`src/rtl/rst_seq_pkg.sv`:
```
package rst_seq_pkg;
   typedef enum logic [2:0] {
      PH_IDLE,
      PH_PUSH,
      PH_VEC,
      PH_FETCH,
      PH_DONE
   } seq_phase_e;
endpackage

```
`src/rtl/rst_seq_ctrl.sv`:
```
module rst_seq_ctrl
   import rst_seq_pkg::*;
#(
   parameter int PC_BYTES = 4,
   parameter int IDX_W    = 3
) (
   input  logic             clk,
   input  logic             rst,
   input  logic             rdy,
   output seq_phase_e       phase,
   output logic [IDX_W-1:0] idx,
   output logic             cap_vld,
   output logic [IDX_W-1:0] cap_idx
);
   localparam logic [IDX_W-1:0] LAST_PUSH  = IDX_W'(PC_BYTES);
   localparam logic [IDX_W-1:0] LAST_VEC   = IDX_W'(PC_BYTES - 1);
   localparam logic [IDX_W-1:0] LAST_FETCH = IDX_W'(1);
   localparam logic [IDX_W-1:0] ONE        = IDX_W'(1);

   if (PC_BYTES < 1) begin : g_bad_bytes
      $error("rst_seq_ctrl: PC_BYTES must be at least 1");
   end
   if ((1 << IDX_W) <= PC_BYTES) begin : g_bad_idx
      $error("rst_seq_ctrl: IDX_W too narrow for PC_BYTES");
   end

   always_ff @(posedge clk) begin
      if (rst) begin
         phase <= PH_IDLE;
         idx   <= '0;
      end else begin
         unique case (phase)
            PH_IDLE: begin
               phase <= PH_PUSH;
               idx   <= '0;
            end
            PH_PUSH: begin
               if (idx == LAST_PUSH) begin
                  phase <= PH_VEC;
                  idx   <= '0;
               end else begin
                  idx <= idx + ONE;
               end
            end
            PH_VEC: begin
               if (rdy) begin
                  if (idx == LAST_VEC) begin
                     phase <= PH_FETCH;
                     idx   <= '0;
                  end else begin
                     idx <= idx + ONE;
                  end
               end
            end
            PH_FETCH: begin
               if (rdy) begin
                  if (idx == LAST_FETCH) begin
                     phase <= PH_DONE;
                  end else begin
                     idx <= idx + ONE;
                  end
               end
            end
            default: begin
               phase <= PH_DONE;
            end
         endcase
      end
   end

   // A vector read that completes this cycle returns its byte next cycle.
   always_ff @(posedge clk) begin
      if (rst) begin
         cap_vld <= 1'b0;
         cap_idx <= '0;
      end else begin
         cap_vld <= (phase == PH_VEC) && rdy;
         cap_idx <= idx;
      end
   end
endmodule

```
`src/rtl/rst_seq_stack.sv`:
```
module rst_seq_stack #(
   parameter int              ADDR_W   = 32,
   parameter int              DATA_W   = 8,
   parameter int              PC_BYTES = 4,
   parameter int              IDX_W    = 3,
   parameter int              SP_W     = 8,
   parameter logic [SP_W-1:0] SP_INIT  = '0
) (
   input  logic              clk,
   input  logic              rst,
   input  logic              push,
   input  logic [IDX_W-1:0]  idx,
   input  logic [ADDR_W-1:0] cur_pc,
   input  logic [DATA_W-1:0] cur_status,
   output logic [SP_W-1:0]   sp,
   output logic [DATA_W-1:0] push_data
);
   if (PC_BYTES * DATA_W != ADDR_W) begin : g_bad_split
      $error("rst_seq_stack: PC_BYTES * DATA_W must equal ADDR_W");
   end

   always_ff @(posedge clk) begin
      if (rst) begin
         sp <= SP_INIT;
      end else if (push) begin
         sp <= sp - SP_W'(1);
      end
   end

   // Highest program-counter byte goes out first, status byte last.
   always_comb begin
      int sel;
      sel = PC_BYTES - 1 - int'(idx);
      if (int'(idx) < PC_BYTES) begin
         push_data = cur_pc[sel*DATA_W +: DATA_W];
      end else begin
         push_data = cur_status;
      end
   end
endmodule

```
`src/rtl/rst_seq_vec.sv`:
```
module rst_seq_vec #(
   parameter int ADDR_W   = 32,
   parameter int DATA_W   = 8,
   parameter int PC_BYTES = 4,
   parameter int IDX_W    = 3
) (
   input  logic              clk,
   input  logic              rst,
   input  logic              cap_vld,
   input  logic [IDX_W-1:0]  cap_idx,
   input  logic [DATA_W-1:0] din,
   output logic [ADDR_W-1:0] vec_q,
   output logic [ADDR_W-1:0] vec_live
);
   for (genvar b = 0; b < PC_BYTES; b++) begin : g_byte
      logic              hit;
      logic [DATA_W-1:0] q;

      assign hit = cap_vld && (cap_idx == IDX_W'(b));

      always_ff @(posedge clk) begin
         if (rst) begin
            q <= '0;
         end else if (hit) begin
            q <= din;
         end
      end

      assign vec_q[b*DATA_W +: DATA_W]    = q;
      // The byte arriving this cycle is forwarded ahead of its register.
      assign vec_live[b*DATA_W +: DATA_W] = hit ? din : q;
   end
endmodule

```
`src/rtl/rst_entry_seq.sv`:
```
module rst_entry_seq
   import rst_seq_pkg::*;
#(
   parameter int                ADDR_W     = 32,
   parameter int                DATA_W     = 8,
   parameter int                SP_W       = 8,
   parameter logic [ADDR_W-1:0] STACK_BASE = 32'h0000_0100,
   parameter logic [ADDR_W-1:0] VEC_BASE   = 32'hFFFF_FFF4,
   parameter logic [SP_W-1:0]   SP_INIT    = 8'h00
) (
   input  logic              clk,
   input  logic              rst,
   input  logic              rdy,
   input  logic [DATA_W-1:0] din,
   input  logic [ADDR_W-1:0] cur_pc,
   input  logic [DATA_W-1:0] cur_status,
   output logic [ADDR_W-1:0] bus_addr,
   output logic              bus_we,
   output logic [DATA_W-1:0] bus_dout,
   output logic              opfetch,
   output logic [SP_W-1:0]   stack_ptr,
   output logic [ADDR_W-1:0] prog_ctr
);
   localparam int PC_BYTES = ADDR_W / DATA_W;
   localparam int IDX_W    = $clog2(PC_BYTES + 1);

   if (ADDR_W % DATA_W != 0) begin : g_bad_width
      $error("rst_entry_seq: ADDR_W must be a multiple of DATA_W");
   end
   if (SP_W >= ADDR_W) begin : g_bad_sp
      $error("rst_entry_seq: SP_W must be narrower than ADDR_W");
   end

   seq_phase_e        phase;
   logic [IDX_W-1:0]  idx;
   logic              cap_vld;
   logic [IDX_W-1:0]  cap_idx;
   logic [SP_W-1:0]   sp;
   logic [DATA_W-1:0] push_data;
   logic [ADDR_W-1:0] vec_q;
   logic [ADDR_W-1:0] vec_live;

   rst_seq_ctrl #(
      .PC_BYTES (PC_BYTES),
      .IDX_W    (IDX_W)
   ) u_ctrl (
      .clk     (clk),
      .rst     (rst),
      .rdy     (rdy),
      .phase   (phase),
      .idx     (idx),
      .cap_vld (cap_vld),
      .cap_idx (cap_idx)
   );

   rst_seq_stack #(
      .ADDR_W   (ADDR_W),
      .DATA_W   (DATA_W),
      .PC_BYTES (PC_BYTES),
      .IDX_W    (IDX_W),
      .SP_W     (SP_W),
      .SP_INIT  (SP_INIT)
   ) u_stack (
      .clk        (clk),
      .rst        (rst),
      .push       (phase == PH_PUSH),
      .idx        (idx),
      .cur_pc     (cur_pc),
      .cur_status (cur_status),
      .sp         (sp),
      .push_data  (push_data)
   );

   rst_seq_vec #(
      .ADDR_W   (ADDR_W),
      .DATA_W   (DATA_W),
      .PC_BYTES (PC_BYTES),
      .IDX_W    (IDX_W)
   ) u_vec (
      .clk      (clk),
      .rst      (rst),
      .cap_vld  (cap_vld),
      .cap_idx  (cap_idx),
      .din      (din),
      .vec_q    (vec_q),
      .vec_live (vec_live)
   );

   always_comb begin
      unique case (phase)
         PH_PUSH:  bus_addr = STACK_BASE + ADDR_W'(sp);
         PH_VEC:   bus_addr = VEC_BASE + ADDR_W'(idx);
         PH_FETCH: bus_addr = vec_live + ADDR_W'(idx);
         PH_DONE:  bus_addr = vec_q + ADDR_W'(1);
         default:  bus_addr = '0;
      endcase
   end

   assign bus_we    = (phase == PH_PUSH);
   assign bus_dout  = (phase == PH_PUSH) ? push_data : '0;
   assign opfetch   = (phase == PH_FETCH);
   assign stack_ptr = sp;
   assign prog_ctr  = vec_q;
endmodule

```
`config.mk`:
```
export PLATFORM = sky130hd
export DESIGN_NAME = rst_entry_seq
export DESIGN_NICKNAME = d
export VERILOG_FILES = /design/src/rtl/rst_seq_pkg.sv /design/src/rtl/rst_seq_ctrl.sv /design/src/rtl/rst_seq_stack.sv /design/src/rtl/rst_seq_vec.sv /design/src/rtl/rst_entry_seq.sv
export SDC_FILE = /design/constraint.sdc
export NUM_CORES = 1
export LEC_CHECK = 0
export CAP_MARGIN = 20
export CORE_MARGIN = 3
export CORE_UTILIZATION = 50
export CTS_CLUSTER_DIAMETER = 30
export DETAILED_ROUTE_END_ITERATION = 10
export PLACE_DENSITY = 0.84
export REMOVE_ABC_BUFFERS = 1
export SLEW_MARGIN = 20
export SYNTH_ARGS = -nofsm -noshare
export SYNTH_HDL_FRONTEND = slang
export SYNTH_SLANG_ARGS = --single-unit
```
`constraint.sdc`:
```
create_clock -name clk -period 12.8 [get_ports clk]
set_input_delay 3.2 -clock clk [delete_from_list [all_inputs] [get_ports clk]]
set_output_delay 3.2 -clock clk [all_outputs]
set_load 0.05 [all_outputs]
```
==> impl_metrics.yaml, run 1 <==
sta:
  rsz0062_at_grt: "false"
  fmax_ghz: 0.0948
  fin_crit_ns: 10.54
  final-setup-viol-count: 0
  worst_pin_slew_ns: 1.09
  drv_slew: 0
  fin_setup_tns_ns: 0
  maxSlewHeadroom_pct: 26.9
  fin_crit_sh_pct: 82.4
  hold_viol_final: 0
  holdWs_ns: 0.528
  fin_skew_ns: 0.00983
flow_run:
  max_cap_violations: 0
floorplan:
  design.portCount: 133
  die_y_um: 100
  dieArea_um2: 10100
  die_w_um: 100
  core_area_um2: 8420
  floorplan.initialDensity_pct: 53.0
  fp-row-count: 33
worst_setup_path:
  path_max_fanout: 10
  slowest_delay_ns: 0.87
  crit_top_cell: "clkdlybuf4s50_1"
  worstPathRequired_ns: 9.60
  path_delay_family: "buffers and inverters"
  critPathKind: "in2out"
  critPathBufInv: 3
  end_kind: "output pin"
  cp_cell_sequence: "clkdlybuf4s50_1 -> mux2_2 -> ha_1 -> inv_1 -> fa_1 -> nor2b_1 -> nor2_1 -> a211oi_2 -> nand4b_1 -> xnor2_1 -> o221ai_1 -> clkdlybuf4s50_1"
  start_kind: "primary input"
  cp.arrival_ns: 7.34
  slowest_stage: "clkdlybuf4s50_1"
placement:
  gp_congestion: 0.953
  port_buffers: 132
  dpl.hpwl_mm: 11.3
power:
  ir_drop_v: 0.000114
  power_density_nw_per_um2: 156
  finalPower_mw: 0.916
  leakagePower_nw: 2.05
logic_synthesis:
  synth-edff-count: 0
  yosysSeqAreaShare_pct: 22.4
  synth.area.top_cells: "dfxtp_1 (22%), mux2i_1 (7.6%), xnor2_1 (7.3%)"
  async_reset_ff_share_pct: 0
  synth_area_leader_cell: "dfxtp_1"
  synthFlopType: "dfxtp_1"
  ys_seq_elements: 50
  synth_top_area_share_pct: 22.4
  synth_most_common_cell: "nor2_1"
  postSynthCellCount: 569
  synth.distinct_cells: 60
  syn_avg_cell_area_um2: 7.85
  yosysWarnings: 0
  synth_area_um2: 4460
  synth_common_cells: "nor2_1 (66), dfxtp_1 (50), nand2_1 (49)"
cells_and_area:
  final_nets: 732
  final_layout_size_suffix_gt1_share_pct: 5.07
  final_core_util_pct: 69.7
  area_growth_pct: 31.5
  diodes: 0
  fillers: 732
global_routing:
  grt_max_degree: 50
  grt_antenna_before_repair: 0
  grt_pass1_vias: 4708
  grt_pass1_wl_mm: 24.4
  globalRouteTotalUtil_pct: 29.8
  overflow: 0
cts:
  numCtsBuffers: 5
  cts-root-buf: "clkbuf_8"
  clock-sinks: 50
  cts_hold_buf: 0
  cts-resized-gates: 0
  clock_latency_ns: 0.31
  clkTransAtPathRegs_ns: 0.09
  ctsHtreeMaxLevel: 2
  cts_tree: "yes"
  postCtsSetupRepairBufs: 0
  cts.path.max_buffers: 2
worst_hold_path:
  hp-class: "reg2reg"
detailed_routing:
  wirelength_mm: 15.4
  final_antenna_net_count: 0
  drc: 0
  via_count: 4872
  drtIter0Drc: 419
  post_drt_wl_per_cell_um: 19.9
  first_pass_iters: 7
  drt-vias-per-instance: 6.29
run_status:
  status: "complete, no violations"
==> layout by cell type (no fill, tap or decap), types with 6 or more instances in the layout <==
master,n
xnor2_1,37
mux2i_1,34
inv_1,15
and3_1,8
a21oi_1,26
nand3_1,32
nor2_1,66
xor2_1,29
o221ai_1,21
ha_1,10
mux4_2,8
a21o_1,6
or3_1,6
nand4_1,17
clkdlybuf4s50_1,132
nor3_1,17
nand2_1,49
dfxtp_1,50
o21ai_0,19
==> where the power goes <==
part / leakage [nW] / total (mW) / internal (mW) / switching [mW]
sequential: 0.405 / 0.222 / 0.174 / 0.0474
combinational: 1.61 / 0.599 / 0.207 / 0.392
clock: 0.0362 / 0.0954 / 0.0375 / 0.0578
total: 2.05 / 0.916 / 0.419 / 0.497
==> logic make-up (layout without fill, tap and decap cells) <==
family	after synthesis	after routing	synth area share, %
buf+inv	59	160	5.07
xor+xnor	66	66	12.9
mux	45	45	12.4
fa+ha+maj	11	11	3.25
compound gates	107	107	17.0
simple gates	231	231	26.9
flops	50	50	22.4
==> registers in the layout, indices dropped and copies added (netlist names) <==
signal,flops
u_ctrl.idx,3
u_stack.sp,8
u_vec.g_byte.q,32
u_ctrl.cap_vld,1
u_ctrl.phase,3
u_ctrl.cap_idx,3
==> path summary, 6_finish.rpt <==
| path | slack [ns] | from | end | cells after the start |
|---|---|---|---|---|
| worst max-delay path | 2.26 | din[0] | bus_addr[22] | 12 |
| worst min-delay path | 0.53 | u_stack.sp[1] | u_stack.sp[1] | 2 |
| worst max register to register | 9.58 | u_ctrl.phase[0] | u_ctrl.idx[0] | 4 |
| worst min register to register | 0.53 | u_stack.sp[1] | u_stack.sp[1] | 2 |
==> routing by layer <==
layer / wire (um) / up-vias / track usage (%)
met3: 1540 / 39 / 3.94
li1: - / 2275 / -
met5: 0 / - / 0
met4: 408 / 0 / 10.2
met2: 7130 / 299 / 47.9
met1: 6320 / 2259 / 41.1
==> worst min-delay path: stages (launching register included) <==
cell and delay (ns):
dfxtp_1 0.33, nor2_1 0.10, a211oi_1 0.06
==> layout make-up <==
type                       instances  area (um^2)  share of cell area, %
clock buffer                       5         68.8                   1.17
inverter                          16         60.1                   1.02
multi-input combinational        460         3240                   55.1
clock inverter                     2         15.0                  0.256
timing repair buffer             137         1360                   23.1
sequential                        50         1000                   17.0
tap                              105          131                   2.24
==> per-stage QoR <==
stage | cells | worst slack, ns | area (um^2)
finish | 775 | 2.26 | 5870
global route | 775 | 2.15 | 5870
CTS | 775 | 2.34 | 5870
detailed placement | 768 | 2.37 | 5790
global placement | 768 | 2.46 | 5790
floorplan | 526 | 3.68 | 4300
Note: power is estimated with default switching activity, not from simulation.
==> inputs of run 2 (changes only) <==
Settings changed: CORE_UTILIZATION 50 to 44, PLACE_DENSITY 0.84 to 0.78.
Clock period 12.8 ns to 9.3 ns, I/O delays scaled along.
==> impl_metrics.yaml, run 2 (same netlist as run 1, synthesis figures left out) <==
floorplan:
  die_w_um: 107
  floorplan.initialDensity_pct: 45.5
  dieArea_um2: 11400
  die_y_um: 107
  core_area_um2: 9820
  design.portCount: 133
  fp-row-count: 36
detailed_routing:
  drtIter0Drc: 398
  drc: 0
  post_drt_wl_per_cell_um: 20.3
  via_count: 5020
  first_pass_iters: 6
  final_antenna_net_count: 0
  wirelength_mm: 16.4
  drt-vias-per-instance: 6.20
sta:
  worst_pin_slew_ns: 1.05
  drv_slew: 0
  maxSlewHeadroom_pct: 29.9
  final-setup-viol-count: 0
  fin_skew_ns: 0.0148
  fin_crit_ns: 8.52
  holdWs_ns: 0.537
  fmax_ghz: 0.117
  hold_viol_final: 0
  rsz0062_at_grt: "false"
  fin_setup_tns_ns: 0
  fin_crit_sh_pct: 91.6
global_routing:
  grt_pass1_wl_mm: 25.8
  globalRouteTotalUtil_pct: 28.3
  grt_pass1_vias: 4893
  grt_antenna_before_repair: 0
  grt_max_degree: 50
  overflow: 0
cells_and_area:
  area_growth_pct: 33.9
  final_cell_count_no_fill: 810
  diodes: 0
  final_cell_mix: "clkdlybuf4s50_1 (132), nor2_1 (66), dfxtp_1 (50)"
  final_layout_size_suffix_gt1_share_pct: 6.20
  reg_top3: "u_vec.g_byte.q (32), u_stack.sp (8)"
  final_core_util_pct: 60.9
  largest_reg_flops: 32
  layout_commonest_cell: "clkdlybuf4s50_1"
  final_nets: 738
  largest_register: "u_vec.g_byte.q"
power:
  power_density_nw_per_um2: 215
  p_sw_mw: 0.690
  power_frac_clock_pct: 11.7
  finalPower_mw: 1.29
  cellInternalPower_mw: 0.597
  leakagePower_nw: 2.10
  p_comb_share_pct: 65.6
  ir_drop_v: 0.000134
  seqPwrFrac_pct: 22.7
  switching_share_pct: 53.6
worst_setup_path:
  rr_endpoint: "u_ctrl.idx[1]"
  start_kind: "primary input"
  worstPathRequired_ns: 6.98
  slowest_stage: "clkdlybuf4s50_1"
  critPathCapture: "bus_addr[30]"
  slowest_delay_ns: 0.88
  end_kind: "output pin"
  crit_top_cell: "clkdlybuf4s50_1"
  path_max_fanout: 7
  r2r_setup_slack_ns: 6.48
  cp_cell_sequence: "clkdlybuf4s50_1 -> mux2_2 -> ha_1 -> inv_1 -> fa_1 -> nor2b_1 -> nor2_1 -> a211oi_2 -> nand4_1 -> xnor2_1 -> o221ai_1 -> clkdlybuf4s50_1"
  critPathKind: "in2out"
  rr_worst_depth: 4
  cp.arrival_ns: 6.19
  startpoint: "din[0]"
  r2r-start: "u_ctrl.phase[1]"
placement:
  port_buffers: 132
  dpl.hpwl_mm: 12.0
  gp_congestion: 0.946
  dp_cells: 802
cts:
  cts_hold_buf: 0
  cts-root-buf: "clkbuf_8"
  numCtsBuffers: 5
  cts_tree: "yes"
  ctsHtreeMaxLevel: 2
  clock-sinks: 50
  clkTransAtPathRegs_ns: 0.10
  postCtsSetupRepairBufs: 0
  cts-resized-gates: 0
  clock_latency_ns: 0.32
  cts.path.max_buffers: 2
worst_hold_path:
  min_from: "u_stack.sp[1]"
  hp-class: "reg2reg"
run_status:
  status: "complete, no violations"
flow_run:
  max_cap_violations: 0
## run 2: changes by cell type in the layout (fill, tap and decap cells not counted), sizes merged
cell      previous run  this run
buf                  5        11
clkinv               0         1
clkbuf               5         7
clkinvlp             2         0
## run 2: through the flow
stage / setup slack, ns / area, um^2
after floorplan: 1.93 / 4300
after global placement: 0.938 / 5870
after detailed placement: 0.855 / 5870
after CTS: 0.839 / 5970
after global routing: 0.565 / 5980
final: 0.781 / 5980
## run 2: how the worst min path moves through the flow
stage,end,cells past startpoint
global placement,u_stack.sp[1],2
floorplan,u_ctrl.phase[2],2
CTS,u_stack.sp[1],2
detailed placement,u_stack.sp[1],2
global route,u_stack.sp[1],2
finish,u_stack.sp[1],2
## run 2: power groups by stage
| stage | Sequential (mW) | Clock (mW) | Combinational, mW |
|---|---|---|---|
| after floorplan | 0.348 | 0 | 0.493 |
| after global placement | 0.294 | 0 | 0.831 |
| after detailed placement | 0.296 | 0 | 0.842 |
| after CTS | 0.291 | 0.153 | 0.845 |
| after global routing | 0.298 | 0.161 | 0.890 |
| final | 0.292 | 0.151 | 0.845 |
## run 2: layout make-up
cell class,count,area (um^2)
clock inverter,1,8.76
tap,133,166
inverter,16,60.1
clock buffer,7,96.3
sequential,50,1000
multi-input combinational,460,3240
timing repair buffer,143,1400
fill,925,3840
## run 2: per-layer routing
metal	vias up	global-route usage (%)	part of all wire [%]
li1	2291	-	-
met1	2410	37.4	41
met2	285	47.2	48
met3	34	5.66	9.0
met4	0	7.67	1.9
met5	-	0	0
## run 2: critical path: cells and delay by family
family | cells | cell delay (ns)
AOI/OAI and AO/OA | 2 | 0.79
xor gates and xnor gates | 1 | 0.19
adders and majority gates | 2 | 0.56
buffers and inverters | 3 | 1.47
muxes | 1 | 0.18
and+or+nand+nor | 3 | 0.66
==> inputs of run 3 (changes only) <==
Settings changed: CAP_MARGIN 20 to default.
==> results of run 3 <==
The final DEF is identical to that of run 2; final timing and power are the same.
